===== config.mk =====
export PLATFORM = sky130hd
export DESIGN_NAME = spi_cfg_bank
export DESIGN_NICKNAME = d
export VERILOG_FILES = /design/src/rtl/spi_cfg_bank.sv
export SDC_FILE = /design/constraint.sdc
export NUM_CORES = 1
export LEC_CHECK = 0
export BUFFER_PORTS_ARGS = -buffer_cell sky130_fd_sc_hd__buf_2
export CORE_ASPECT_RATIO = 0.9
export CORE_UTILIZATION = 45
export DETAILED_ROUTE_END_ITERATION = 7
export GPL_TIMING_DRIVEN = 0
export PLACE_DENSITY = 0.73
export SYNTH_ARGS = -nofsm -noshare
export SYNTH_HDL_FRONTEND = slang
export SYNTH_SLANG_ARGS = --single-unit

===== constraint.sdc =====
create_clock -name clk -period 5.3 [get_ports clk]
set_clock_uncertainty 0.2 [all_clocks]
set_input_delay 0.53 -clock clk [delete_from_list [all_inputs] [get_ports clk]]
set_output_delay 0.53 -clock clk [all_outputs]
set_load 0.02 [all_outputs]

===== src/rtl/spi_cfg_bank.sv =====
module spi_cfg_bank #(
  parameter int SYNC_STAGES = 2,
  parameter int WORD_BITS   = 8
) (
  input  logic       clk,
  input  logic       rst_n,
  input  logic       sclk,
  input  logic       cs_n,
  input  logic       mosi,
  input  logic       integ,
  output logic [5:0] knock_idx,
  output logic [5:0] ref_idx,
  output logic [5:0] bal_idx,
  output logic [4:0] tc_code,
  output logic [4:0] test_word
);
  localparam int CW = $clog2(WORD_BITS + 1);

  logic [SYNC_STAGES:0]   sclk_p, integ_p;
  logic [SYNC_STAGES-1:0] cs_p, mosi_p;

  always_ff @(posedge clk or negedge rst_n) begin
    if (!rst_n) begin
      sclk_p  <= '0;
      integ_p <= '0;
      cs_p    <= '1;
      mosi_p  <= '0;
    end else begin
      sclk_p  <= {sclk_p[SYNC_STAGES-1:0], sclk};
      integ_p <= {integ_p[SYNC_STAGES-1:0], integ};
      cs_p    <= {cs_p[SYNC_STAGES-2:0], cs_n};
      mosi_p  <= {mosi_p[SYNC_STAGES-2:0], mosi};
    end
  end

  logic sclk_rise, cs_s, mosi_s, integ_s, integ_fall;
  assign sclk_rise  = sclk_p[SYNC_STAGES-1] & ~sclk_p[SYNC_STAGES];
  assign cs_s       = cs_p[SYNC_STAGES-1];
  assign mosi_s     = mosi_p[SYNC_STAGES-1];
  assign integ_s    = integ_p[SYNC_STAGES-1];
  assign integ_fall = ~integ_s & integ_p[SYNC_STAGES];

  logic [CW-1:0]        bitcnt;
  logic [WORD_BITS-2:0] shreg;

  always_ff @(posedge clk or negedge rst_n) begin
    if (!rst_n) begin
      bitcnt <= '0;
      shreg  <= '0;
    end else if (cs_s) begin
      bitcnt <= '0;
    end else if (sclk_rise && bitcnt < CW'(WORD_BITS)) begin
      shreg  <= {shreg[WORD_BITS-3:0], mosi_s};
      bitcnt <= bitcnt + 1'b1;
    end
  end

  logic                 word_done, direct, commit, pend_vld;
  logic [WORD_BITS-1:0] word, pend_word;

  assign word_done = ~cs_s & sclk_rise & (bitcnt == CW'(WORD_BITS - 1));
  assign word      = {shreg, mosi_s};
  assign direct    = word_done & ~integ_s;
  assign commit    = integ_fall & pend_vld;

  function automatic logic hit(input logic [7:0] w, input logic [2:0] id);
    return (id[2:1] != 2'b11) ? (w[7:6] == id[2:1]) : (w[7:5] == id);
  endfunction

  always_ff @(posedge clk or negedge rst_n) begin
    if (!rst_n) begin
      pend_vld  <= 1'b0;
      pend_word <= '0;
    end else if (word_done && integ_s) begin
      pend_vld  <= 1'b1;
      pend_word <= word;
    end else if (commit) begin
      pend_vld  <= 1'b0;
    end
  end

  always_ff @(posedge clk or negedge rst_n) begin
    if (!rst_n) begin
      knock_idx <= '0;
      ref_idx   <= '0;
      bal_idx   <= '0;
      tc_code   <= '0;
      test_word <= '0;
    end else begin
      if (direct && hit(word, 3'b000))           knock_idx <= word[5:0];
      else if (commit && hit(pend_word, 3'b000)) knock_idx <= pend_word[5:0];
      if (direct && hit(word, 3'b010))           ref_idx   <= word[5:0];
      else if (commit && hit(pend_word, 3'b010)) ref_idx   <= pend_word[5:0];
      if (direct && hit(word, 3'b100))           bal_idx   <= word[5:0];
      else if (commit && hit(pend_word, 3'b100)) bal_idx   <= pend_word[5:0];
      if (direct && hit(word, 3'b110))           tc_code   <= word[4:0];
      else if (commit && hit(pend_word, 3'b110)) tc_code   <= pend_word[4:0];
      if (direct && hit(word, 3'b111))           test_word <= word[4:0];
      else if (commit && hit(pend_word, 3'b111)) test_word <= pend_word[4:0];
    end
  end
endmodule


==> run summary, run 1 <==
IO Pins = 34
Synth Warn # = 0
Met3 usage = 8.250%
Syn-to-layout area delta = 18.14%
M1 GR Usage = 26.03%
Mapped Area = 2497 sq um
Least-Margin Pin Slew = 0.7176 ns
CP endpoint kind = flip-flop
Yosys cell types = 29
Fin Setup TNS = 0 ns
GRT Total Usage = 18.75%
Core Region = 5286 sq um
Rel. slew slack = 52.16%
Worst Path Buf+Inv = 1
DR vias/cell = 5.180
Port-buffer cells = 33
Critical Path Max Stage Delay = 0.38 ns
Vias = 1637
CP max FO = 10
Post-DP HPWL = 3233 um
FF/Latch Area = 1454 sq um
MaxCap Viol Count = 0
DRC violations left = 0
Net switching power = 0.0002324 W
Crit path DAT = 1.85 ns
Post-synth top area cell = dfrtp_1
Worst path required time = 5.30 ns
Met2 Use GR = 25.52%
Nature of the critical path startpoint = flip-flop
Die Span Y = 72.68 um
Post-Syn Nets = 207
H-tree Lvls = 3
FF+latch count, synth = 58
Final WL = 4759 um
Global route hottest layer = met1
Critical path class = reg2reg
DIE WIDTH = 80.53 um
GR Overflow Total = 0
Nets = 251
PD cells = 325.0 nW/um^2
Vias in the first global route = 1543
Top cell type's share of synthesized area = 56.11%
Clock Tree Buf Depth = 2
Synthesized area per cell = 12.49 sq um
Setup repair bufs after CTS = 0
Final RePlAce weighted congestion = 0.7621
Row count = 25
Sequential-to-total area share from yosys stat = 58.22%
Synth async-reset ratio = 100.0%
Synth top area cells = dfrtp_1 (56%), mux2i_1 (12%), mux2_1 (6.8%)
RSZ-0062 raised after global routing = no
Post-DRT Antenna Nets = 0
Crit path max-delay cell type = dfrtp_1
Initial core utilization = 47.24%
Fill count = 453
Num CTS Buffers = 9
Initial DRC count = 111
Worst path top cell family by delay = simple AND/OR/NAND/NOR gates
First-pass GRT wire length = 7769 um
Hold slack = 0.05108 ns
Die Area = 5852 sq um
Main synth FF type = dfrtp_1
CTS root buffer = clkbuf_8
Leak = 1.408 nW
Most common cell after layout, fill and taps aside = dfrtp_1
Final worst-path cycle share = 34.88%
Layout cells sized above 1 = 27.31%
Peak supply drop = 0.1948 mV
Internal Power = 0.0007263 W
Tmin final = 1.848 ns
Slew Viols, Final = 0
Register clock-pin slew on the reported worst setup and hold paths = 0.06 ns
Switching Fraction = 24.24%
Power share of the sequential group = 54.1%
Initial antenna violation count = 0
Hold buffer count at cts = 0
Combinational power share = 4.7%
Final setup margin = 3.452 ns
Most frequent cells in the layout = dfrtp_1 (56), buf_2 (38), mux2i_1 (29)
DRT Pass-1 Iters = 4
Pin count of the biggest net entering global routing = 59
Final core utilization = 55.81%
Multi-input combinational cell area = 998.5 sq um
Cells along the critical path = ha_1 > and3b_1 > buf_2 > nand4_1 > nor2_1 > a21oi_1
# clock sinks = 58
Clk_lat worst skew = 0.34 ns
Clock share of power = 41.2%
Post-CTS sizing = 0
Place WS = 3.414 ns
Post-synth EDFFs = 0
Endpoints failing setup = 0
Final count of hold timing violations = 0
CTS tree = done
Outcome = finished clean
FMAX = 0.5410 GHz
Area after DPL = 2746 sq um
Worst hold-check path type = in2async
Mapped Cells = 200
Total inserted antenna cells = 0
Design Area, Final = 2950 sq um
Drt wl/cell = 15.06 um
registers in the layout (all words and copies together), names as in the netlist:
signal,flops
sclk_p,3
ref_idx,6
bal_idx,6
test_word,5
shreg,7
integ_p,3
mosi_p,2
knock_idx,6
pend_word,8
tc_code,5
bitcnt,4
pend_vld,1
cs_p,2
Yosys cell counts (all sizes together), types with 2 or more instances:
master  instances
dfstp           2
mux2           15
nand2          14
buf             7
nor2           24
a21oi          18
o21ai          12
nand3           2
nor2b           3
and4b           2
dfrtp          56
mux2i          29
nand4           3
nor4            2
final timing paths:
check | startpoint | to | slack (ns) | depth (start not counted)
hold / removal | rst_n | sclk_p[1] | 0.05 | 1
min in group clk | cs_n | cs_p[0] | 0.09 | 1
max in group asynchronous | rst_n | knock_idx[5] | 4.38 | 1
setup reg to reg | bitcnt[0] | test_word[1] | 3.45 | 6
setup / recovery | bitcnt[0] | test_word[1] | 3.45 | 6
hold reg to reg | integ_p[0] | integ_p[1] | 0.14 | 0
routing by layer:
layer,part of all wire (%),vias up,wire length [um]
met5,0,-,0
met4,1.9,0,91
met3,6.7,8,317
met2,43,43,2049
met1,48,791,2301
li1,-,795,-
kinds of logic (layout without fill, tap and decap cells):
logic type | count (synthesis) | count (layout) | synth area share, %
adder cells (fa/ha/maj) | 1 | 1 | 0.5009
AND/OR/NAND/NOR | 56 | 56 | 13.73
multiplexers | 44 | 44 | 18.39
buffers and inverters | 8 | 57 | 1.803
AO/OA/AOI/OAI | 31 | 31 | 6.664
flip-flops | 58 | 58 | 58.22
XOR/XNOR | 2 | 2 | 0.7015
metrics by stage:
step | cells | power (W)
after floorplan | 200 | 0.0005384
after global placement | 300 | 0.0005693
after detailed placement | 300 | 0.0005711
after CTS | 316 | 0.0009716
after global routing | 316 | 0.001002
final | 316 | 0.0009588
power by group through the flow:
stage                     registers [W]  clock network [W]   logic, W
after floorplan                0.000506                  0  0.0000321
after global placement         0.000525                  0  0.0000445
after detailed placement       0.000525                  0  0.0000462
after CTS                      0.000517           0.000408  0.0000463
after global routing           0.000524           0.000427  0.0000507
final                          0.000518           0.000395  0.0000453
final cells by class:
cell class	count	share of cell area, %
multi-input combinational	134	33.84
sequential	58	49.28
inverter	1	0.1272
clock buffer	15	6.658
tap	67	2.841
buffer	7	1.399
clock inverter	1	0.1696
timing repair buffer	33	5.683
No activity file was read; power rests on OpenSTA's default activity.
==> run 2, diff against run 1 <==
--- a/config.mk
+++ b/config.mk
@@ -5,12 +5,13 @@
 export SDC_FILE = /design/constraint.sdc
 export NUM_CORES = 1
 export LEC_CHECK = 0
+export ABC_AREA = 1
 export BUFFER_PORTS_ARGS = -buffer_cell sky130_fd_sc_hd__buf_2
 export CORE_ASPECT_RATIO = 0.9
 export CORE_UTILIZATION = 45
 export DETAILED_ROUTE_END_ITERATION = 7
 export GPL_TIMING_DRIVEN = 0
-export PLACE_DENSITY = 0.73
+export PLACE_DENSITY = 0.72
 export SYNTH_ARGS = -nofsm -noshare
 export SYNTH_HDL_FRONTEND = slang
 export SYNTH_SLANG_ARGS = --single-unit
==> constraint.sdc (replaced) <==
create_clock -name clk -period 1.77 [get_ports clk]
set_clock_uncertainty 0.2 [all_clocks]
set_input_delay 0.177 -clock clk [delete_from_list [all_inputs] [get_ports clk]]
set_output_delay 0.177 -clock clk [all_outputs]
set_load 0.02 [all_outputs]
==> run summary, run 2 <==
Max reg flops = 8 (unchanged)
First-pass GRT wire length = 11740 um (+51%)
Tot Pwr = 0.003044 W (+220%)
Critical Path Start = bitcnt[1]
DRT Pass-1 Iters = 5 (+1)
Synth top area cells = dfrtp_1 (50%), nand2_1 (14%), nand4_1 (11%)
CTS tree = done
Endpoints failing setup = 0 (unchanged)
# clock sinks = 58 (unchanged)
Multi-input combinational cell area = 1260 sq um (+26%)
Most flops, register = pend_word
Vias in the first global route = 2407 (+56%)
Clock Tree Buf Depth = 2 (unchanged)
Nets = 397 (+58%)
Fill count = 558 (+23%)
Post-synth top area cell = dfrtp_1
Worst path required time = 1.80 ns (-3.50 ns)
Worst hold-check path type = reg2reg
Sequential-to-total area share from yosys stat = 51.46% (-6.8 points)
Hold Path Depth = 0
Placed cells = 437 (+46%)
FMAX = 0.5711 GHz (+5.6%)
PD cells = 859.9 nW/um^2 (+160%)
Core Region = 6081 sq um (+15%)
Clk_lat worst skew = 0.34 ns (about the same)
GR Overflow Total = 0 (unchanged)
CTS root buffer = clkbuf_8
Post-DP HPWL = 4473 um (+38%)
Vias = 2693 (+65%)
GRT Total Usage = 23.32% (+4.6 points)
Synth Warn # = 0 (unchanged)
Final RePlAce weighted congestion = 0.9086 (+19%)
CP max FO = 5 (-5)
Initial antenna violation count = 0 (unchanged)
DR vias/cell = 5.767 (+11%)
Peak supply drop = 0.4685 mV (+140%)
Most common cell after layout, fill and taps aside = nand2_1
Post-DRT Antenna Nets = 0 (unchanged)
FF/Latch Area = 1455 sq um (about the same)
Num CTS Buffers = 9 (unchanged)
Leading registers by flop count = pend_word x8, shreg x7
RSZ-0062 raised after global routing = yes
Least-Margin Pin Slew = 0.7167 ns (-0.0008913 ns)
FF+latch count, synth = 58 (unchanged)
Row count = 27 (+8.0%)
Final count of hold timing violations = 0 (unchanged)
Yosys cell types = 24 (-17%)
Register clock-pin slew on the reported worst setup and hold paths = 0.07 ns (about the same)
Total inserted antenna cells = 0 (unchanged)
Rel. slew slack = 52.22% (+0.060 points)
Post-Syn Nets = 339 (+64%)
Main synth FF type = dfrtp_1
Min-delay src = sclk_p[0]
Tmin final = 1.751 ns (-0.09760 ns)
Mapped Area = 2825 sq um (+13%)
Design Area, Final = 3540 sq um (+20%)
Fin Setup TNS = 0 ns (unchanged)
DIE WIDTH = 85.52 um (+6.2%)
Final WL = 7381 um (+55%)
Nature of the critical path startpoint = flip-flop
Critical path class = reg2reg
CP endpoint kind = flip-flop
Most frequent cells in the layout = nand2_1 (107), dfrtp_1 (55), nand4_1 (48)
Die Area = 6600 sq um (+13%)
Pin count of the biggest net entering global routing = 59 (unchanged)
MaxCap Viol Count = 0 (unchanged)
Crit path DAT = 1.78 ns (-0.07 ns)
Layout cells sized above 1 = 25.82% (-1.5 points)
Synth async-reset ratio = 100.0% (unchanged)
Most common cell in the synthesized netlist = nand2_1
IO Pins = 34 (unchanged)
Port-buffer cells = 33 (unchanged)
Post-Layout Cell Count = 467 (+48%)
Initial DRC count = 265 (+140%)
Mapped Cells = 332 (+66%)
Die Span Y = 77.17 um (+6.2%)
Syn-to-layout area delta = 25.29%
Worst Hold End = sclk_p[1]
Outcome = finished clean
H-tree Lvls = 3 (unchanged)
DRC violations left = 0 (unchanged)
Synthesized area per cell = 8.510 sq um (-32%)
Final worst-path cycle share = 98.92% (+64 points)
Worst R2R Start = bitcnt[1]
R2R cell count = 7 (+1)
Initial core utilization = 46.46% (-0.78 points)
Reg2reg end = knock_idx[3]
Setup slack, reg-to-reg = 0.02 ns (-3.43 ns)
Area after DPL = 3080 sq um (+12%)
Commonest cells in the netlist = nand2_1 (108), dfrtp_1 (56), nand4_1 (48)
Slew Viols, Final = 0 (unchanged)
Leak = 1.852 nW (+31%)
Post-synth EDFFs = 0 (unchanged)
Top cell type's share of synthesized area = 49.60% (-6.5 points)
Drt wl/cell = 15.81 um (+4.9%)
## run 2: cell count changes in the layout (fill, tap and decap cells not counted), sizes merged, moves of 15 or more
cell	delta
nand2	+95
a21oi	-15
mux2i	-29
nand3	+44
nand4	+49
mux2	-15
buf	+16
## run 2: logic make-up (layout without fill, tap and decap cells)
logic type | after synthesis | count (layout) | synth area share [%]
fa+ha+maj | 1 | 1 | 0.4428
buf+inv | 34 | 97 | 6.200
xor+xnor | 1 | 1 | 0.3101
compound gates | 20 | 20 | 3.543
simple gates | 218 | 218 | 38.04
flops | 58 | 58 | 51.46
## run 2: metrics by stage
stage	setup WS (ns)	hold slack, ns	utilization, %
2_1_floorplan	0.2209	-0.3186	-
3_3_place_gp	0.03201	0.08161	50.66
3_5_place_dp	-0.04089	0.08315	50.66
4_1_cts	0.01988	0.1572	55.10
5_1_grt	-0.07802	0.1553	58.21
6_report	0.01912	0.1537	58.21
## run 2: metal layers
layer  GRT usage (%)  part of all wire, %  wire (um)  up-vias
met5               0                    0          0        -
met4           10.17                  2.4        174        0
met3           7.320                  7.1        523       23
met2           33.68                   46       3379      125
met1           32.10                   45       3303     1276
li1                -                    -          -     1269
## run 2: where the power goes
group          total (W)  internal, W  switching, W  leakage [nW]
sequential       0.00142      0.00138     0.0000431         0.778
clock            0.00136     0.000826      0.000532         0.109
combinational   0.000266    0.0000589      0.000207         0.965
total            0.00304      0.00226      0.000782          1.85
## run 2: area by class of cell
type                    count  share of cell area (%)
clock inverters             5                   2.192
inverters                  16                   1.803
multi-input cells         240                   35.60
clock buffers              11                   3.994
well taps                  72                   2.545
plain buffers              18                   3.888
flip-flops and latches     58                   41.11
repair buffers             47                   8.872
## run 2: timing repair
item,4_1_cts,5_1_grt
setup endpoints to repair,9,38
gates cloned,0,1
pin swaps,0,7
hold buffers,5,0
endpoints found under the hold margin,60,0
resized for setup,1,23
setup buffers,0,8
## run 2: how the worst max path moves through the flow
stage	end	slack, ns	cells after the start
final	knock_idx[3]	0.02	7
after global routing	knock_idx[4]	-0.08	8
after CTS	test_word[3]	0.02	8
after detailed placement	knock_idx[3]	-0.04	6
after global placement	knock_idx[3]	0.03	6
after floorplan	knock_idx[0]	0.22	8
## run 2: worst max-delay path, stage by stage (launching register included)
cell and delay (ns):
dfrtp_1 0.41, ha_4 0.17, nand2_2 0.07, nor2_4 0.17, nand4_1 0.26, buf_6 0.23
nand3_1 0.06, nand2_1 0.07
==> run 3, diff against run 2 <==
--- a/config.mk
+++ b/config.mk
@@ -5,13 +5,13 @@
 export SDC_FILE = /design/constraint.sdc
 export NUM_CORES = 1
 export LEC_CHECK = 0
-export ABC_AREA = 1
 export BUFFER_PORTS_ARGS = -buffer_cell sky130_fd_sc_hd__buf_2
 export CORE_ASPECT_RATIO = 0.9
 export CORE_UTILIZATION = 45
 export DETAILED_ROUTE_END_ITERATION = 7
 export GPL_TIMING_DRIVEN = 0
-export PLACE_DENSITY = 0.72
+export PLACE_DENSITY = 0.73
+export RECOVER_POWER = 100
 export SYNTH_ARGS = -nofsm -noshare
 export SYNTH_HDL_FRONTEND = slang
 export SYNTH_SLANG_ARGS = --single-unit
==> run summary, run 3 (synthesis gave the netlist of run 1 again) <==
Crit path DAT = 1.75 ns (-0.03 ns)
CTS tree = done
First-pass GRT wire length = 7990 um (-32%)
Switching Fraction = 24.32% (-1.4 points)
Net switching power = 0.0007038 W (-10%)
Most frequent cells in the layout = dfrtp_1 (56), mux2i_1 (29), clkbuf_1 (29)
Final core utilization = 58.65% (+0.44 points)
IO Pins = 34 (unchanged)
Most common cell after layout, fill and taps aside = dfrtp_1
Row count = 25 (-7.4%)
Final RePlAce weighted congestion = 0.7621 (-16%)
Rel. slew slack = 48.82% (-3.4 points)
Peak supply drop = 0.5874 mV (+25%)
Core Region = 5286 sq um (-13%)
Combinational power share = 5.4% (-3.3 points)
DIE WIDTH = 80.53 um (-5.8%)
Place WS = -0.05724 ns (-0.01635 ns)
Vias = 1726 (-36%)
Final setup margin = 0.04456 ns (+0.02544 ns)
DR vias/cell = 5.199 (-9.8%)
Leading registers by flop count = pend_word x8, shreg x7
MaxCap Viol Count = 0 (unchanged)
Vias in the first global route = 1601 (-33%)
Setup slack, reg-to-reg = 0.04 ns (+0.03 ns)
RSZ-0062 raised after global routing = yes
Tmin final = 1.725 ns (-0.02544 ns)
Post-DRT Antenna Nets = 0 (unchanged)
Slew Viols, Final = 0 (unchanged)
Layout cells sized above 1 = 20.38% (-5.4 points)
Max reg flops = 8 (unchanged)
CP endpoint kind = flip-flop
Power share of the sequential group = 53.7% (+7.1 points)
Die Span Y = 72.68 um (-5.8%)
Leak = 1.368 nW (-26%)
Port-buffer cells = 33 (unchanged)
Design Area, Final = 3100 sq um (-12%)
Min-delay src = integ_p[0]
Initial DRC count = 121 (-54%)
GRT Total Usage = 19.16% (-4.2 points)
Area after DPL = 2746 sq um (-11%)
# clock sinks = 58 (unchanged)
H-tree Lvls = 3 (unchanged)
Least-Margin Pin Slew = 0.7677 ns (+0.05101 ns)
Clock share of power = 40.9% (-3.7 points)
FMAX = 0.5796 GHz (+1.5%)
DRT Pass-1 Iters = 4 (-1)
Register clock-pin slew on the reported worst setup and hold paths = 0.06 ns (about the same)
Drt wl/cell = 15.21 um (-3.8%)
CP max FO = 4 (-1)
Final WL = 5049 um (-32%)
Final count of hold timing violations = 0 (unchanged)
Syn-to-layout area delta = 24.15%
Worst hold-check path type = reg2reg
Critical path class = reg2reg
Nature of the critical path startpoint = flip-flop
Internal Power = 0.002190 W (-3.2%)
Pin count of the biggest net entering global routing = 59 (unchanged)
Fill count = 444 (-20%)
Initial core utilization = 47.24% (+0.78 points)
Endpoints failing setup = 0 (unchanged)
Clock Tree Buf Depth = 2 (unchanged)
Post-DP HPWL = 3233 um (-28%)
DRC violations left = 0 (unchanged)
Total inserted antenna cells = 0 (unchanged)
PD cells = 933.3 nW/um^2 (+8.5%)
Worst R2R Start = pend_word[7]
Num CTS Buffers = 9 (unchanged)
Nets = 267 (-33%)
Worst path required time = 1.80 ns (about the same)
Most flops, register = pend_word
Initial antenna violation count = 0 (unchanged)
Outcome = finished clean
CTS root buffer = clkbuf_8
Die Area = 5852 sq um (-11%)
Final worst-path cycle share = 97.48% (-1.4 points)
Critical Path Start = pend_word[7]
Clk_lat worst skew = 0.33 ns (about the same)
GR Overflow Total = 0 (unchanged)
Hold slack = 0.1415 ns (-0.01219 ns)
run 3: power groups by stage:
stage | registers (W) | logic [W] | clock network (W)
after floorplan | 0.00152 | 0.0000960 | 0
after global placement | 0.00157 | 0.000133 | 0
after detailed placement | 0.00157 | 0.000138 | 0
after CTS | 0.00155 | 0.000152 | 0.00122
after global routing | 0.00157 | 0.000172 | 0.00128
final | 0.00155 | 0.000156 | 0.00118
run 3: repair_timing:
action	4_1_cts	5_1_grt
setup buffers	6	6
setup endpoints to repair	36	34
pin swaps	4	5
hold buffers	5	0
endpoints found under the hold margin	60	0
gates resized for setup	4	9
run 3: metal layers:
| metal | GRT usage [%] | wire length [um] | part of all wire [%] |
|---|---|---|---|
| met5 | 0 | 0 | 0 |
| met4 | 7.738 | 65 | 1.3 |
| met3 | 8.250 | 279 | 5.5 |
| met2 | 26.74 | 2260 | 45 |
| met1 | 26.19 | 2443 | 48 |
run 3: area by class of cell:
cell class	count	area [sq um]	area share, %
Sequential cell	58	1454	46.89
Buffer	6	61.31	1.977
Clock inverter	1	5.005	0.1614
Tap cell	67	83.83	2.704
Inverter	1	3.754	0.1211
Clock buffer	15	196.4	6.336
Timing Repair Buffer	50	285.3	9.201
Multi-Input combinational cell	134	1011	32.61
run 3: critical path, stage by stage (launching register included):
cell and delay (ns):
dfrtp_1 0.41, nand2b_2 0.24, nor4_4 0.30, buf_4 0.19, mux2i_1 0.19, o21ai_1 0.07
run 3: metrics by stage:
step / total power [W] / instances / setup TNS [ns]
3_5_place_dp: 0.001710 / 300 / -0.8582
5_1_grt: 0.003022 / 332 / -0.3550
2_1_floorplan: 0.001612 / 200 / 0
6_report: 0.002894 / 332 / 0
4_1_cts: 0.002922 / 327 / 0
3_3_place_gp: 0.001705 / 300 / -0.5162
run 3: path summary, 6_finish.rpt:
check                               end  cells after the start
min in group asynchronous     sclk_p[1]                      2
hold / removal               integ_p[1]                      0
max in group asynchronous  knock_idx[5]                      2
setup / recovery           knock_idx[1]                      5
hold reg to reg              integ_p[1]                      0
setup reg to reg           knock_idx[1]                      5
